===== config.mk =====
export PLATFORM = sky130hd
export DESIGN_NAME = steer_thr_ctrl
export DESIGN_NICKNAME = d
export VERILOG_FILES = /design/src/rtl/steer_pkg.sv /design/src/rtl/steer_win_timer.sv /design/src/rtl/steer_ring_meter.sv /design/src/rtl/steer_util_cmp.sv /design/src/rtl/steer_thr_reg.sv /design/src/rtl/steer_decide.sv /design/src/rtl/steer_thr_ctrl.sv
export SDC_FILE = /design/constraint.sdc
export NUM_CORES = 1
export LEC_CHECK = 0
export ABC_AREA = 1
export BUFFER_PORTS_ARGS = -buffer_cell sky130_fd_sc_hd__buf_2
export CAP_MARGIN = 10
export CORE_MARGIN = 10
export CORE_UTILIZATION = 61
export CTS_CLUSTER_SIZE = 10
export DETAILED_ROUTE_END_ITERATION = 10
export PLACE_DENSITY = 0.8
export SLEW_MARGIN = 20
export SYNTH_ARGS = -nofsm -noshare
export SYNTH_HDL_FRONTEND = slang
export SYNTH_SLANG_ARGS = --single-unit

===== constraint.sdc =====
create_clock -name clk -period 16.4 [get_ports clk]
set_clock_uncertainty 0.1 [all_clocks]
set_input_delay 1.64 -clock clk [delete_from_list [all_inputs] [get_ports clk]]
set_output_delay 1.64 -clock clk [all_outputs]
set_load 0.02 [all_outputs]

===== src/rtl/steer_pkg.sv =====
// Package: shared types of the ring steering threshold controller.
// Assumes nothing beyond a standard SystemVerilog compiler.
package steer_pkg;

    // Direction in which the threshold moves at a window end
    typedef enum logic [1:0] {
        ADJ_HOLD = 2'd0,
        ADJ_UP   = 2'd1,
        ADJ_DOWN = 2'd2
    } adj_e;

    // Larger of two widths, used to size comparison operands
    function automatic int unsigned wmax(input int unsigned a, input int unsigned b);
        return (a > b) ? a : b;
    endfunction

endpackage


===== src/rtl/steer_win_timer.sv =====
// Module: measurement window timer.
// Counts cycles and raises win_end in the last cycle of each window.
// Assumes cfg_window may change at any time; a window closes as soon as its
// elapsed count reaches the current setting (a setting of 0 closes every cycle).
module steer_win_timer #(
    parameter int unsigned WIN_W = 10
) (
    input  logic             clk,
    input  logic             rst_n,
    input  logic [WIN_W-1:0] cfg_window,
    output logic             win_end
);
    logic [WIN_W-1:0] pos_q;
    logic [WIN_W:0]   elapsed;

    // Number of cycles in the window including the current one
    always_comb begin
        elapsed = {1'b0, pos_q} + (WIN_W+1)'(1);
        win_end = (elapsed >= {1'b0, cfg_window});
    end

    // Advance position, restart at window end
    always_ff @(posedge clk) begin
        if (!rst_n)       pos_q <= '0;
        else if (win_end) pos_q <= '0;
        else              pos_q <= pos_q + WIN_W'(1);
    end
endmodule


===== src/rtl/steer_ring_meter.sv =====
// Module: ring traffic meter.
// Counts ring_seen pulses per window with saturation. n_win gives the count
// including the current cycle's pulse, so a read at the window end sees it.
// Assumes win_end comes from the window timer of the same clock domain.
module steer_ring_meter #(
    parameter int unsigned CNT_W = 10
) (
    input  logic             clk,
    input  logic             rst_n,
    input  logic             ring_seen,
    input  logic             win_end,
    output logic [CNT_W-1:0] cnt_q,
    output logic [CNT_W-1:0] n_win
);
    localparam logic [CNT_W-1:0] CNT_MAX = '1;

    // Saturating count including this cycle's pulse
    always_comb begin
        if (ring_seen && (cnt_q != CNT_MAX)) n_win = cnt_q + CNT_W'(1);
        else                                 n_win = cnt_q;
    end

    // Keep the running count, clear on read at window end
    always_ff @(posedge clk) begin
        if (!rst_n)       cnt_q <= '0;
        else if (win_end) cnt_q <= '0;
        else              cnt_q <= n_win;
    end
endmodule


===== src/rtl/steer_util_cmp.sv =====
// Module: utilization comparator.
// Decides the threshold move by comparing lat*n*100 against pct*window,
// which avoids a divider. Purely combinational.
// Assumes all operands are unsigned.
module steer_util_cmp #(
    parameter int unsigned LAT_W = 4,
    parameter int unsigned CNT_W = 10,
    parameter int unsigned PCT_W = 7,
    parameter int unsigned WIN_W = 10
) (
    input  logic [LAT_W-1:0]  cfg_ring_lat,
    input  logic [CNT_W-1:0]  n_win,
    input  logic [PCT_W-1:0]  cfg_target_pct,
    input  logic [WIN_W-1:0]  cfg_window,
    output steer_pkg::adj_e   adj
);
    localparam int unsigned LHS_W = LAT_W + CNT_W + 7;
    localparam int unsigned RHS_W = PCT_W + WIN_W;
    localparam int unsigned CMP_W = steer_pkg::wmax(LHS_W, RHS_W) + 1;
    localparam logic [CMP_W-1:0] HUNDRED = CMP_W'(100);

    logic [CMP_W-1:0] busy_scaled;
    logic [CMP_W-1:0] goal_scaled;

    // Cross-multiplied comparison of measured and target utilization
    always_comb begin
        busy_scaled = CMP_W'(cfg_ring_lat) * CMP_W'(n_win) * HUNDRED;
        goal_scaled = CMP_W'(cfg_target_pct) * CMP_W'(cfg_window);
        if (busy_scaled > goal_scaled)      adj = steer_pkg::ADJ_UP;
        else if (busy_scaled < goal_scaled) adj = steer_pkg::ADJ_DOWN;
        else                                adj = steer_pkg::ADJ_HOLD;
    end
endmodule


===== src/rtl/steer_thr_reg.sv =====
// Module: saturating threshold register.
// Steps the signed threshold by one at window ends, clamped at both limits.
// Assumes adj is only meaningful while win_end is high.
module steer_thr_reg #(
    parameter int unsigned THR_W = 8
) (
    input  logic                    clk,
    input  logic                    rst_n,
    input  logic                    win_end,
    input  steer_pkg::adj_e         adj,
    output logic signed [THR_W-1:0] thr_q
);
    localparam logic signed [THR_W-1:0] THR_MAX = {1'b0, {(THR_W-1){1'b1}}};
    localparam logic signed [THR_W-1:0] THR_MIN = {1'b1, {(THR_W-1){1'b0}}};

    logic signed [THR_W-1:0] thr_d;

    // Next threshold with saturation at both ends
    always_comb begin
        thr_d = thr_q;
        if (win_end) begin
            if (adj == steer_pkg::ADJ_UP && thr_q != THR_MAX)
                thr_d = thr_q + THR_W'(1);
            else if (adj == steer_pkg::ADJ_DOWN && thr_q != THR_MIN)
                thr_d = thr_q - THR_W'(1);
        end
    end

    // Threshold state
    always_ff @(posedge clk) begin
        if (!rst_n) thr_q <= '0;
        else        thr_q <= thr_d;
    end
endmodule


===== src/rtl/steer_decide.sv =====
// Module: per-packet steering decision.
// Applies the non-critical penalty and compares strictly against the threshold.
// Assumes score and threshold are two's complement; widens both to avoid overflow.
module steer_decide #(
    parameter int unsigned SCORE_W         = 10,
    parameter int unsigned THR_W           = 8,
    parameter int unsigned NONCRIT_PENALTY = 8
) (
    input  logic                      pkt_valid,
    input  logic signed [SCORE_W-1:0] pkt_score,
    input  logic                      pkt_noncrit,
    input  logic signed [THR_W-1:0]   thr,
    output logic                      steer_ring
);
    localparam int unsigned EXT_W = steer_pkg::wmax(SCORE_W, THR_W) + 2;
    localparam logic signed [EXT_W-1:0] PENALTY = EXT_W'(NONCRIT_PENALTY);

    logic signed [EXT_W-1:0] score_ext;
    logic signed [EXT_W-1:0] thr_ext;
    logic signed [EXT_W-1:0] eff_score;

    // Penalised score against threshold, strict comparison
    always_comb begin
        score_ext  = EXT_W'(pkt_score);
        thr_ext    = EXT_W'(thr);
        eff_score  = pkt_noncrit ? (score_ext - PENALTY) : score_ext;
        steer_ring = pkt_valid && (eff_score > thr_ext);
    end
endmodule


===== src/rtl/steer_thr_ctrl.sv =====
// Module: adaptive ring steering threshold controller (top).
// Steers packets to the ring when their penalised score beats a threshold that
// is adjusted once per window from measured ring utilization.
// Assumes single clock, synchronous active-low reset, configuration quasi-static.
module steer_thr_ctrl #(
    parameter int unsigned SCORE_W         = 10,
    parameter int unsigned THR_W           = 8,
    parameter int unsigned LAT_W           = 4,
    parameter int unsigned PCT_W           = 7,
    parameter int unsigned WIN_W           = 10,
    parameter int unsigned NONCRIT_PENALTY = 8
) (
    input  logic                      clk,
    input  logic                      rst_n,
    input  logic                      pkt_valid,
    input  logic signed [SCORE_W-1:0] pkt_score,
    input  logic                      pkt_noncrit,
    output logic                      steer_ring,
    input  logic                      ring_seen,
    input  logic [LAT_W-1:0]          cfg_ring_lat,
    input  logic [PCT_W-1:0]          cfg_target_pct,
    input  logic [WIN_W-1:0]          cfg_window,
    output logic signed [THR_W-1:0]   thr_out
);
    localparam int unsigned CNT_W = WIN_W;

    logic             win_end;
    logic [CNT_W-1:0] ring_cnt;
    logic [CNT_W-1:0] n_win;
    steer_pkg::adj_e  adj;

    steer_win_timer #(.WIN_W(WIN_W)) u_timer (
        .clk(clk), .rst_n(rst_n), .cfg_window(cfg_window), .win_end(win_end)
    );

    steer_ring_meter #(.CNT_W(CNT_W)) u_meter (
        .clk(clk), .rst_n(rst_n), .ring_seen(ring_seen), .win_end(win_end),
        .cnt_q(ring_cnt), .n_win(n_win)
    );

    steer_util_cmp #(.LAT_W(LAT_W), .CNT_W(CNT_W), .PCT_W(PCT_W), .WIN_W(WIN_W)) u_cmp (
        .cfg_ring_lat(cfg_ring_lat), .n_win(n_win), .cfg_target_pct(cfg_target_pct),
        .cfg_window(cfg_window), .adj(adj)
    );

    steer_thr_reg #(.THR_W(THR_W)) u_thr (
        .clk(clk), .rst_n(rst_n), .win_end(win_end), .adj(adj), .thr_q(thr_out)
    );

    steer_decide #(.SCORE_W(SCORE_W), .THR_W(THR_W), .NONCRIT_PENALTY(NONCRIT_PENALTY)) u_dec (
        .pkt_valid(pkt_valid), .pkt_score(pkt_score), .pkt_noncrit(pkt_noncrit),
        .thr(thr_out), .steer_ring(steer_ring)
    );
endmodule


==> metrics.txt, run 1 <==
run status completed; largest net degree at the start of global routing 21; Pleak 4.70 nW; GRT Total Usage 0.177; Worst Path Max Fanout 10; row cnt 40; worst endpoint required time approximately 16,000 ps; CTS Hold Buffers Added 0; DR WL/cell 11.9 um; CTS Sinks 28; pre-CTS setup slack 6340 ps; yosys warns 0; library cells used by synthesis 39; number of fill cells ~1,100; CP arrival 9890 ps; DR iter-0 viols roughly 200; DIE AREA 16,800 um^2; initial core utilization 0.617; clk slew on worst S/H paths 70 ps; RSZ-0062 raised after global routing false; Overall Power 0.536 mW; Synth Flop Type dfxtp_1; post-synth net total 1,287; Crit. End Element flop; CP Buf/Inv Count 9; reg2reg end u_thr.thr_q[6]; CTS-repair resized insts 0; cells after synthesis 1,042; routed wire length 14.4 mm; Die Ht about 130 um; Reg-to-Reg Start u_meter.cnt_q[1]; DPL Wire Length 12.7 mm; Post-Place Cells 1,213; syn_area_per_cell slightly above 7 um^2; Post-Syn Area 7350 um^2; R2R cell count 51; first-pass GRT wire length approximately 26 mm; Worst path max stage delay 530 ps; register area share after synthesis 0.0763; Non-Filler Instances 1,217; clock root cell clkbuf_16; Slowest-stage cell, CP fa_1; TNS Setup 0 ps; Worst Hold Class flop to flop; Hold Path Sink u_timer.pos_q[0]; routed vias 6,293; register area around 560 um^2; R2R Setup Slk between 7000 and 8000 ps; final instance area 7750 um^2; ratio of cells with drive above 1 in the final layout 0.0636; fin nets around 1,300; cell area power density 69.1 nW/um^2; Layout area overhead 5.50%; Final Hold Vio Count 0; cell mode on critical path nand2_1; core area 11,900 um^2; diode count 0; IO buf count 44; vias in the first global route 6,213; Clock Tree Buf Depth 2; boundary pin count between 40 and 50; Detail Route Antenna Nets 0; number of synthesized flops with an enable pin 0; Synth Register Bits 28; min Tclk post-route slightly below 10,000 ps; area of the multi-input gates 5730 um^2; Slew headroom 0.528; Max Fclk 102 MHz; vias per cell 5.17; fin crit share 0.600; width of the die around 130 um; iteration count of the initial detailed-routing pass 4; initial antenna violation count 0; Hold Startpoint u_timer.pos_q[0]; CTS buffer count 3; Post CTS Setup Buffer Count 0; H-tree depth 1; Clock Latency Late Sink 270 ps; Worst-Margin Slew slightly above 700 ps; dpl cell area 7660 um^2; Hold Path Depth 1; family with the most delay on the worst path adder cells; Async SR Flop Fraction 0; GPL Wtd Cong 0.856; Final Slew Violations 0; Max-cap violations 0; endpoints failing setup 0; worst setup path class input pin to flop; TritonCTS clock tree yes; final worst slack 6560 ps; startpoint types input pin; gr ovfl total 0; VDD IR-drop max 50.8 uV; Remaining DRCs 0
## cell type report
class                           instances  area share
Multi-Input combinational cell        736       0.739
Inverter                              258       0.125
Sequential cell                        28      0.0723
Timing Repair Buffer                   44      0.0284
Tap cell                              147      0.0237
Clock buffer                            4      0.0115
## power breakdown
part | leakage [nW] | internal, mW | switching [mW]
Combinational | 4.43 | 0.170 | 0.235
Clock | 0.0442 | 0.0374 | 0.0235
Sequential | 0.227 | 0.0693 | 0.00129
## Yosys cell counts (2+ instances only)
| master | number | area (um^2) |
|---|---|---|
| inv_1 | 252 | 946 |
| nand2_1 | 210 | 788 |
| ha_1 | 145 | 1810 |
| nor2_1 | 80 | 300 |
| fa_1 | 64 | 1280 |
| a21oi_1 | 55 | 275 |
| xor2_1 | 43 | 377 |
| dfxtp_1 | 28 | 561 |
| nand3_1 | 24 | 120 |
| o21ai_0 | 21 | 105 |
| xnor2_1 | 20 | 175 |
| clkbuf_1 | 16 | 60.1 |
| nand4_1 | 12 | 75.1 |
| nor3_1 | 9 | 45.0 |
| nor4_1 | 7 | 43.8 |
| o21bai_1 | 7 | 52.6 |
| inv_2 | 5 | 18.8 |
| o21ai_1 | 5 | 25.0 |
| or2_2 | 5 | 31.3 |
| a31oi_1 | 4 | 25.0 |
| nand2_2 | 4 | 25.0 |
| a21o_1 | 3 | 22.5 |
| a21boi_0 | 2 | 15.0 |
| buf_2 | 2 | 10.0 |
| nand3_2 | 2 | 20.0 |
| nand3b_1 | 2 | 15.0 |
| nor3_2 | 2 | 20.0 |
| o31ai_1 | 2 | 15.0 |
## routing by layer
| metal | global-route usage | part of all wire | vias to the layer above | routed length (um) |
|---|---|---|---|---|
| li1 | - | - | 3273 | - |
| met1 | 0.225 | 0.46 | 2912 | 6580 |
| met2 | 0.327 | 0.51 | 102 | 7310 |
| met3 | 0.0207 | 0.033 | 6 | 476 |
| met4 | 0.0126 | 0.0046 | 0 | 66 |
| met5 | 0 | 0 | - | 0 |
## logic make-up (layout without fill, tap and decap cells)
kind of cell | count (synthesis) | count (layout) | synth area share
AO/OA/AOI/OAI | 105 | 105 | 0.0797
XOR/XNOR | 63 | 63 | 0.0751
adder cells (fa/ha/maj) | 209 | 209 | 0.421
buffers and inverters | 278 | 306 | 0.144
flip-flops | 28 | 28 | 0.0763
AND/OR/NAND/NOR | 359 | 359 | 0.204
## registers in the layout, indices dropped and copies added (netlist names)
register / cells
u_timer.pos_q: 10
u_thr.thr_q: 8
u_meter.cnt_q: 10
## stage by stage
| stage | util | hold WS, ps |
|---|---|---|
| after floorplan | - | 356 |
| after global placement | 0.643 | 396 |
| after detailed placement | 0.643 | 402 |
| after CTS | 0.651 | 415 |
| after global routing | 0.651 | 438 |
| final | 0.651 | 419 |
## cell usage in the layout (no fill, tap or decap), types with 2 or more instances in the layout
cell type	netlist	final
a21oi_1	55	55
nand3_2	2	2
o21ai_1	5	5
nand4_1	12	12
nor3_2	2	2
nor4_1	7	7
xor2_1	43	43
clkbuf_16	0	3
a21o_1	3	3
fa_1	64	64
nand3b_1	2	2
ha_1	145	145
o31ai_1	2	2
o21ai_0	21	21
nor2_1	80	80
a21boi_0	2	2
xnor2_1	20	20
o21bai_1	7	7
nor3_1	9	9
inv_2	5	5
nand3_1	24	24
or2_2	5	5
dfxtp_1	28	28
inv_1	252	252
a31oi_1	4	4
buf_2	2	44
nand2_1	210	210
nand2_2	4	4
## worst max path at each step
stage | start | end | slack (ps) | cells past startpoint
detailed placement | ring_seen | u_thr.thr_q[6] | 6340 | 49
global placement | ring_seen | u_thr.thr_q[6] | 6550 | 48
CTS | ring_seen | u_thr.thr_q[6] | 6600 | 49
global route | ring_seen | u_thr.thr_q[6] | 5820 | 49
floorplan | ring_seen | u_thr.thr_q[6] | 7140 | 48
finish | ring_seen | u_thr.thr_q[6] | 6560 | 49
## worst reg2reg max path: cells and delay by family (launching register included)
family                     cells  cell delay, ps
xor gates and xnor gates       4             750
adders and majority gates     10            3660
buffers and inverters          9             460
and+or+nand+nor               18            2260
AOI/OAI and AO/OA             10            1530
DFF                            1             370
(Power assumes the default switching activity.)
==> run 2, diff against run 1 <==
- CORE_UTILIZATION: 61 -> 58
- clock period: 16.4 -> 8.1 ns (I/O delays scaled with it)
==> run 2 against run 1 <==
The run now ends with setup timing left. Die area rose by 4.4%. Core utilization rose by 7.3 points. Count of clock-buffer cells in the layout did not move. Routed wire length rose by 22%. Sequential share of layout area fell by 1.0 points. Register-to-register slack got worse by 7500 ps. Combinational power rose by 140%. First-iteration DRC count rose by 72%.
==> metrics.txt, run 2 (synthesis gave the netlist of run 1 again) <==
worst setup path class flop to flop (was input pin to flop); final worst slack -336 ps (was 6560 ps); ratio of cells with drive above 1 in the final layout 0.220 (was 0.0636); clk slew on worst S/H paths 70 ps (about the same); GRT Total Usage 0.193 (was 0.177); TNS Setup -740 ps (was 0 ps); DR WL/cell 13.1 um (was 11.9 um); cell area power density 138 nW/um^2 (was 69.1 nW/um^2); most frequent cells in the layout inv_1, nand2_1, ha_1, buf_4, nor2_1 (was inv_1, nand2_1, ha_1, nor2_1, fa_1); Crit. End Element flop (unchanged); Clock Tree Buf Depth 2 (unchanged); Layout area overhead 23.3% (was 5.50%); Final Hold Vio Count 0 (unchanged); vias in the first global route 7,030 (was 6,213); Max Fclk 119 MHz; width of the die 133 um (was 130 um); iteration count of the initial detailed-routing pass 5 (was 4); diode count 0 (unchanged); GPL Wtd Cong 0.877 (was 0.856); startpoint types flop (was input pin); Slowest-stage cell, CP fa_1 (unchanged); Worst path max stage delay 570 ps (was 530 ps); RSZ-0062 raised after global routing true (was false); CTS buffer count 3 (unchanged); VDD IR-drop max 114 uV (was 50.8 uV); initial antenna violation count 0 (unchanged); Worst-Margin Slew 748 ps (was 707 ps); Final Slew Violations 0 (unchanged); Max-cap violations 0 (unchanged); worst endpoint required time 8160 ps (was 16,460 ps); fin crit share 1.04; largest net degree at the start of global routing 21 (unchanged); Remaining DRCs 0 (unchanged); DPL Wire Length 13.7 mm (was 12.7 mm); Detail Route Antenna Nets 0 (unchanged); Post-Place Cells 1,333 (was 1,213); fin nets 1,421 (was 1,316); min Tclk post-route 8440 ps; core area 12,500 um^2 (was 11,900 um^2); boundary pin count 45 (unchanged); routed vias 6,880 (was 6,293); routed wire length 17.6 mm (was 14.4 mm); Non-Filler Instances 1,347 (was 1,217); Worst Path Max Fanout 8 (was 10); CP Buf/Inv Count 8 (was 9); family with the most delay on the worst path adder cells (unchanged); run status finished, violations left (was completed); H-tree depth 1 (unchanged); TritonCTS clock tree yes (unchanged); commonest non-fill, non-tap cell in the layout inv_1 (unchanged); failing checks setup timing; first-pass GRT wire length 29.8 mm (was 25.7 mm); Overall Power 1.25 mW (was 0.536 mW); IO buf count 44 (unchanged); vias per cell 5.11 (was 5.17); Die Ht 133 um (was 130 um); DIE AREA 17,600 um^2 (was 16,800 um^2); endpoints failing setup 4 (was 0); DR iter-0 viols 352 (was 205); Pleak 5.29 nW (was 4.70 nW); gr ovfl total 0 (unchanged); CTS Sinks 28 (unchanged); Slew headroom 0.500 (was 0.528); initial core utilization 0.587 (was 0.617); CP arrival 8500 ps (was 9890 ps); clock root cell clkbuf_16 (unchanged); Worst Hold Class flop to flop (unchanged); Largest regs u_meter.cnt_q (10), u_timer.pos_q (10), u_thr.thr_q (8) (unchanged); Clock Latency Late Sink 270 ps (about the same); row cnt 41 (was 40)
[run 2: changes by cell type in the layout (fill, tap and decap cells not counted), moves of 11 or more]
cell / delta
buf_4: +103
a21oi_1: -15
a21oi_2: +14
ha_1: -14
nand2_1: -13
ha_4: +12
nand2_2: +11
[run 2: worst register-to-register path: cells and delay by family (launching register included)]
family | cells | cell delay, ps
compound gates | 9 | 1120
xor+xnor | 4 | 560
fa+ha+maj | 10 | 3470
buf+inv | 8 | 460
flops | 1 | 330
simple gates | 21 | 2270
[run 2: what timing repair did]
action | in CTS | in global routing
gates resized for setup | 34 | 57
endpoints found under the setup margin | 5 | 8
buffers inserted | 7 | 4
hold buffers | 0 | 0
pin swaps | 31 | 45
[run 2: power breakdown]
part	switching (mW)	internal [mW]	total (mW)
combinational	0.552	0.433	0.985
sequential	0.00251	0.140	0.143
clock	0.0488	0.0758	0.125
[run 2: worst paths after layout]
| check | endpoint | slack [ps] | cells after the start | start |
|---|---|---|---|---|
| worst min register to register | u_timer.pos_q[0] | 420 | 1 | u_timer.pos_q[0] |
| worst max-delay path | u_thr.thr_q[6] | -340 | 52 | u_meter.cnt_q[0] |
| worst max register to register | u_thr.thr_q[6] | -340 | 52 | u_meter.cnt_q[0] |
| worst min-delay path | u_timer.pos_q[0] | 420 | 1 | u_timer.pos_q[0] |
[run 2: final cells by class]
type | instances | area (um^2)
Fill cell | 981 | 3460
Timing Repair Buffer | 149 | 1020
Multi-Input combinational cell | 736 | 6200
Tap cell | 172 | 215
Clock buffer | 4 | 88.8
Inverter | 258 | 971
Sequential cell | 28 | 563
[run 2: routing by layer]
metal  vias to the layer above  global-route usage  wire length (um)
li1                       3470                   -                 -
met1                      3248               0.220              7280
met2                       134               0.374              9440
met3                        28              0.0257               587
met4                         0              0.0330               313
met5                         -                   0                 0
[run 2: through the flow]
stage	worst slack (ps)	cell area, um^2	util	hold slack, ps
2_1_floorplan	12.4	7420	-	356
3_3_place_gp	-232	8480	0.678	400
3_5_place_dp	-403	8480	0.678	409
4_1_cts	14.4	8810	0.704	424
5_1_grt	-784	9060	0.724	466
6_report	-336	9060	0.724	419
